[src/rtl/rcd_pkg.sv]
package rcd_pkg;

   localparam int MAX_DIV = 16;

   typedef struct packed {
      logic [1:0] c_sel;
      logic [1:0] a_sel;
      logic [2:0] fb_sel;
      logic       qd_sync;
   } rcd_cfg_t;

   localparam int CFG_W = $bits(rcd_cfg_t);

   function automatic int a_div(input logic [1:0] s);
      case (s)
         2'd0:    return 2;
         2'd1:    return 3;
         2'd2:    return 4;
         default: return 6;
      endcase
   endfunction

   function automatic int c_div(input logic [1:0] s);
      return 2 * (int'(s) + 1);
   endfunction

   function automatic int fb_div(input logic [2:0] s);
      case (s)
         3'd0:    return 2;
         3'd1:    return 4;
         3'd2:    return 6;
         3'd3:    return 8;
         3'd4:    return 12;
         default: return MAX_DIV;
      endcase
   endfunction

endpackage

[src/rtl/rcd_cfg.sv]
module rcd_cfg
   import rcd_pkg::*;
(
   input  logic       clk,
   input  logic       rst_n,
   input  logic [3:0] fsel,
   input  logic [2:0] fbsel,
   input  logic       sync_sel,
   output logic       run,
   output rcd_cfg_t   cfg
);

   always_ff @(posedge clk or negedge rst_n) begin
      if (!rst_n) begin
         run <= 1'b0;
         cfg <= '0;
      end else begin
         run <= 1'b1;
         if (!run) begin
            cfg.c_sel   <= fsel[3:2];
            cfg.a_sel   <= fsel[1:0];
            cfg.fb_sel  <= fbsel;
            cfg.qd_sync <= sync_sel;
         end
      end
   end

endmodule

[src/rtl/rcd_div.sv]
module rcd_div #(
   parameter int CNT_W = 5
) (
   input  logic             clk,
   input  logic             rst_n,
   input  logic             run,
   input  logic [CNT_W-1:0] div,
   output logic             q,
   output logic             wrap
);

   logic [CNT_W-1:0] cnt;
   logic [CNT_W-1:0] half;

   assign half = div >> 1;
   assign wrap = run && (cnt == div - CNT_W'(1));
   assign q    = run && (cnt < half);

   always_ff @(posedge clk or negedge rst_n) begin
      if (!rst_n)   cnt <= '0;
      else if (run) cnt <= wrap ? '0 : cnt + CNT_W'(1);
   end

endmodule

[src/rtl/rcd_sync.sv]
module rcd_sync (
   input  logic run,
   input  logic a_wrap,
   input  logic c_wrap,
   input  logic qc,
   input  logic qd_sync,
   output logic sync,
   output logic qd
);

   assign sync = run && a_wrap && c_wrap;
   assign qd   = qd_sync ? sync : qc;

endmodule

[src/rtl/ratio_clkdiv.sv]
module ratio_clkdiv
   import rcd_pkg::*;
#(
   parameter int CNT_W = 5
) (
   input  logic       clk,
   input  logic       rst_n,
   input  logic [3:0] fsel,
   input  logic [2:0] fbsel,
   input  logic       sync_sel,
   output logic       qa,
   output logic       qc,
   output logic       qd,
   output logic       qfb,
   output logic       sync
);

   localparam int NUM_DIV = 3;
   localparam int IDX_A   = 0;
   localparam int IDX_C   = 1;
   localparam int IDX_FB  = 2;
   localparam int MIN_W   = $clog2(MAX_DIV + 1);

   if (CNT_W < MIN_W) begin : g_bad_width
      $error("ratio_clkdiv: CNT_W too small for largest divide value");
   end

   logic             run_q;
   rcd_cfg_t         cfg_q;
   logic [CNT_W-1:0] div_v  [NUM_DIV];
   logic [NUM_DIV-1:0] q_v;
   logic [NUM_DIV-1:0] wrap_v;

   rcd_cfg u_cfg (
      .clk      (clk),
      .rst_n    (rst_n),
      .fsel     (fsel),
      .fbsel    (fbsel),
      .sync_sel (sync_sel),
      .run      (run_q),
      .cfg      (cfg_q)
   );

   always_comb begin
      div_v[IDX_A]  = CNT_W'(a_div(cfg_q.a_sel));
      div_v[IDX_C]  = CNT_W'(c_div(cfg_q.c_sel));
      div_v[IDX_FB] = CNT_W'(fb_div(cfg_q.fb_sel));
   end

   for (genvar g = 0; g < NUM_DIV; g++) begin : g_div
      rcd_div #(.CNT_W(CNT_W)) u_div (
         .clk   (clk),
         .rst_n (rst_n),
         .run   (run_q),
         .div   (div_v[g]),
         .q     (q_v[g]),
         .wrap  (wrap_v[g])
      );
   end

   rcd_sync u_sync (
      .run     (run_q),
      .a_wrap  (wrap_v[IDX_A]),
      .c_wrap  (wrap_v[IDX_C]),
      .qc      (q_v[IDX_C]),
      .qd_sync (cfg_q.qd_sync),
      .sync    (sync),
      .qd      (qd)
   );

   assign qa  = q_v[IDX_A];
   assign qc  = q_v[IDX_C];
   assign qfb = q_v[IDX_FB];

endmodule

[config.mk]
export PLATFORM = sky130hd
export DESIGN_NAME = ratio_clkdiv
export DESIGN_NICKNAME = d
export VERILOG_FILES = /design/src/rtl/rcd_pkg.sv /design/src/rtl/rcd_cfg.sv /design/src/rtl/rcd_div.sv /design/src/rtl/rcd_sync.sv /design/src/rtl/ratio_clkdiv.sv
export SDC_FILE = /design/constraint.sdc
export NUM_CORES = 1
export LEC_CHECK = 0
export ABC_CLOCK_PERIOD_IN_PS = 2300
export BUFFER_PORTS_ARGS = -buffer_cell sky130_fd_sc_hd__buf_2
export CAP_MARGIN = 20
export CORE_UTILIZATION = 35
export DETAILED_ROUTE_END_ITERATION = 7
export PLACE_DENSITY = 0.61
export SYNTH_ARGS = -nofsm -noshare
export SYNTH_HDL_FRONTEND = slang
export SYNTH_SLANG_ARGS = --single-unit
[constraint.sdc]
create_clock -name clk -period 2.3 [get_ports clk]
set_input_delay 0.115 -clock clk [delete_from_list [all_inputs] [get_ports clk]]
set_output_delay 0.115 -clock clk [all_outputs]
set_load 0.01 [all_outputs]
==> impl_results.md <==
- Status: completed
- Port Buf Inserts: 14
- Synth Cell Area: around 0.0014 mm^2
- Synth Area in Simple Gates: around 15%
- Met3 GRT Util: ~3.6%
- Setup slack at placement: ~220 ps
- Leading area contributor after synthesis: dfrtp_1
- Sequential area share after synthesis: a little over two fifths
- Comb power frac: 40.6%
- CP max FO: 6
- Largest net degree at the start of global routing: 27
- Starting DRT DRC Count: 44
- Routed length per instance: 12.9 um
- Area Overhead vs Synth: 17.9%
- Crit path DAT: between 2000 and 2500 ps
- Worst hold stages: 2
- Main flop type after synthesis: dfrtp_1
- Net count after synthesis: roughly 160
- Compound-Gate Fraction of Synth Area: about 7.5%
- Cell Rows: 22
- Yosys cell types: 30
- EDFF count, synth: 0
- H-tree levels: 1
- Endpoints failing setup: 0
- Final Cycle Share: a little over nine tenths
- Adder-cell share of the synthesized area: 13.1%
- CTS tree: built
- Hold violation count in the final report: 0
- Final nets: ~180
- Worst Tran Pin Value: approximately 700 ps
- I/O pin count: 15
- Dpl hpwl: 1770 um
- Largest cells by area after synthesis: dfrtp_1, ha_1, xor2_1
- Vias: between 1,000 and 1,500
- Worst path required time: ~2200 ps
- VDD IR max: between 400 and 500 uV
- DIE WIDTH: 66.1 um
- Final min period: 2200 ps
- Post-Synth XOR/XNOR Area: 11.0%
- # DRC: 0
- Synth warn: 0
- Most common cell in the synthesized netlist: dfrtp_1
- CTS clk-pin slew, worst paths: approximately 80 ps
- N_diodes: 0
- Net switching power: roughly 660 uW
- Max Cap Viol: 0
- First-pass GRT wire length: roughly 4500 um
- Top-area cell type share of the netlist area: approximately two fifths
- Max frequency: between 400 and 500 MHz
- Maximum root-to-sink buffer count: 2
- Unrepaired setup endpoints after global routing: true
- Static leakage: between 0.7 and 0.8 nW
- Ratio of cells with drive above 1 in the final layout: a little over a quarter
- Pins Over Slew Limit: 0
- Reg2Reg Depth: 7
- Crit Reg-Reg Startpoint: u_cfg.cfg[4]
- Clock Sinks: 24
- Critical Path Start: u_cfg.cfg[2]
- Antenna viol nets, final: 0
- Tot Pwr: about 1.7 mW
- Post-synthesis mux area share: 7.32%
- Die height: between 60 and 70 um
- Internal Power: between 1 and 1.5 mW
- Core box area: 0.00380 mm^2
- Sequential power share: 45.1%
- Yosys reg bits: 24
- Final setup margin: between 90 and 100 ps
- Hold Crit Start: fbsel[2]
- Register Area: a little over 600 um^2
- Slew headroom: a little over half
- CP startpoint kind: flip-flop
- Syn Inst Count: around 140
- Largest family of logic cells by synthesized area: simple AND/OR/NAND/NOR gates
- Async SR Flop Fraction: 100%
- Gpl congestion: 0.786
- Initial Util: between 30% and 40%
- Met2 GRT Util: a little under a quarter
- Clock network fraction of total power: 14.4%
- RR Endpoint: g_div[0].u_div.cnt[0]
- Die area: 0.00436 mm^2
- Filler cells: between 300 and 400
- R2R Setup Slk: around 400 ps
- Setup Crit Path Kind: flip-flop to output pin
- Worst Setup End Kind: output pin
- Multi-input gate area: between 800 and 900 um^2
- Clock Skew: a little under 6 ps
- Total negative slack: 0 ps
- Switch share: between 30% and 40%
- M1 GR Usage: between 10% and 20%
- PwrDens: about 1000 mW/mm^2
- Total wire length: 2650 um
- WHS Endpoint: u_cfg.cfg[3]
- Commonest cells post-synth: dfrtp_1, ha_1, nor2_1, xor2_1
- Vias in the first global route: between 900 and 1,000
- Hold/Removal Path Class: primary input to flip-flop
- Grt total ovfl: 0
- Layout Utilization: 44.6%
- DR pass1 iterations: 4
- Worst skew pair latency: approximately 260 ps
- Cts bufs inserted: 3
- Initial antenna violation count: 0
- Vias per cell: roughly 5.0
- Most Crowded Layer GR: met2
- Clock root buffer master: clkbuf_8
- Avg Inst Size Synth: 10.5 um^2
- Overall Global Routing Usage: ~13%
critical path: stages, from the launching register on:
cell and delay (ps):
dfrtp_2 450, xnor2_2 140, nor2_1 80, a21oi_1 50, ha_1 310, o31a_1 120, o21ai_2 110, nand2b_1 100
a2111oi_4 280, buf_2 180
area by class of cell:
| cell class | count | share of cell area [%] |
|---|---|---|
| multi-input cells | 99 | 48.5 |
| inverters | 9 | 1.99 |
| well taps | 48 | 3.55 |
| repair buffers | 22 | 7.83 |
| flip-flops and latches | 24 | 35.7 |
| clock buffers | 3 | 2.44 |
through the flow:
step | hold WS [ps] | cell area [um^2] | instances
detailed placement | 141 | 1550 | 195
CTS | 74.2 | 1630 | 201
global placement | 126 | 1550 | 195
global route | 81.0 | 1690 | 205
floorplan | -181 | 1440 | 137
finish | 76.3 | 1690 | 205
cells in the final DEF (no fill, tap or decap):
cell / Yosys / layout
nor4_1: 1 / 1
clkbuf_8: 0 / 3
dfrtp_2: 0 / 3
nor2_1: 14 / 14
xnor2_1: 7 / 6
mux2_2: 8 / 8
nand2b_1: 1 / 1
a21oi_1: 4 / 4
ha_4: 0 / 1
buf_2: 0 / 14
o21a_1: 1 / 1
nand3_1: 2 / 2
a22o_1: 1 / 1
nor4b_1: 1 / 1
a2111oi_4: 0 / 1
o31a_1: 2 / 2
conb_1: 1 / 1
o2bb2ai_1: 2 / 2
o21ai_0: 4 / 3
nand4_1: 6 / 6
and4b_1: 1 / 1
mux2_4: 1 / 1
or3b_4: 1 / 1
ha_1: 15 / 14
nor4_4: 1 / 1
o31ai_1: 1 / 1
xnor2_2: 0 / 1
and2_1: 2 / 2
nand3b_1: 1 / 1
xor2_1: 11 / 11
dlygate4sd3_1: 0 / 1
dfrtp_1: 24 / 21
nand2_1: 9 / 9
o21ai_2: 0 / 1
buf_4: 1 / 7
inv_1: 9 / 9
power by group through the flow:
stage | Combinational, mW | Sequential [mW] | Clock, mW
2_1_floorplan | 0.490 | 0.713 | 0
3_3_place_gp | 0.571 | 0.761 | 0
3_5_place_dp | 0.603 | 0.771 | 0
4_1_cts | 0.634 | 0.765 | 0.256
5_1_grt | 0.799 | 0.802 | 0.273
6_report | 0.696 | 0.773 | 0.246
kinds of logic after synthesis:
group                      count (synthesis)
other                                      1
xor gates and xnor gates                  18
and+or+nand+nor                           40
DFF                                       24
muxes                                      9
buffers and inverters                     14
AOI/OAI and AO/OA                         16
adders and majority gates                 15
sequential cells by signal, summed over array words and instances, names as in the netlist:
name	flops
u_cfg.cfg	8
g_div.u_div.cnt	15
u_cfg.run	1
worst max path at each step:
stage / to / cells past startpoint
6_report: qfb / 9
5_1_grt: qfb / 8
4_1_cts: qfb / 9
3_5_place_dp: qfb / 9
3_3_place_gp: qfb / 9
2_1_floorplan: qfb / 9
what timing repair did:
action                     in CTS  in global routing
setup buffers                   2                  4
pin swaps                       0                  3
resized for setup               3                  7
hold endpoints to repair       24                  0
hold buffers                    1                  0
setup endpoints to repair       1                  2
routing by layer:
metal / part of all wire [%] / wire, um / vias to the layer above
met5: 0 / 0 / -
met1: 47 / 1240 / 493
met2: 49 / 1290 / 24
met3: 3.6 / 95 / 4
li1: - / - / 504
met4: 1.2 / 33 / 0
(Power assumes the default switching activity.)
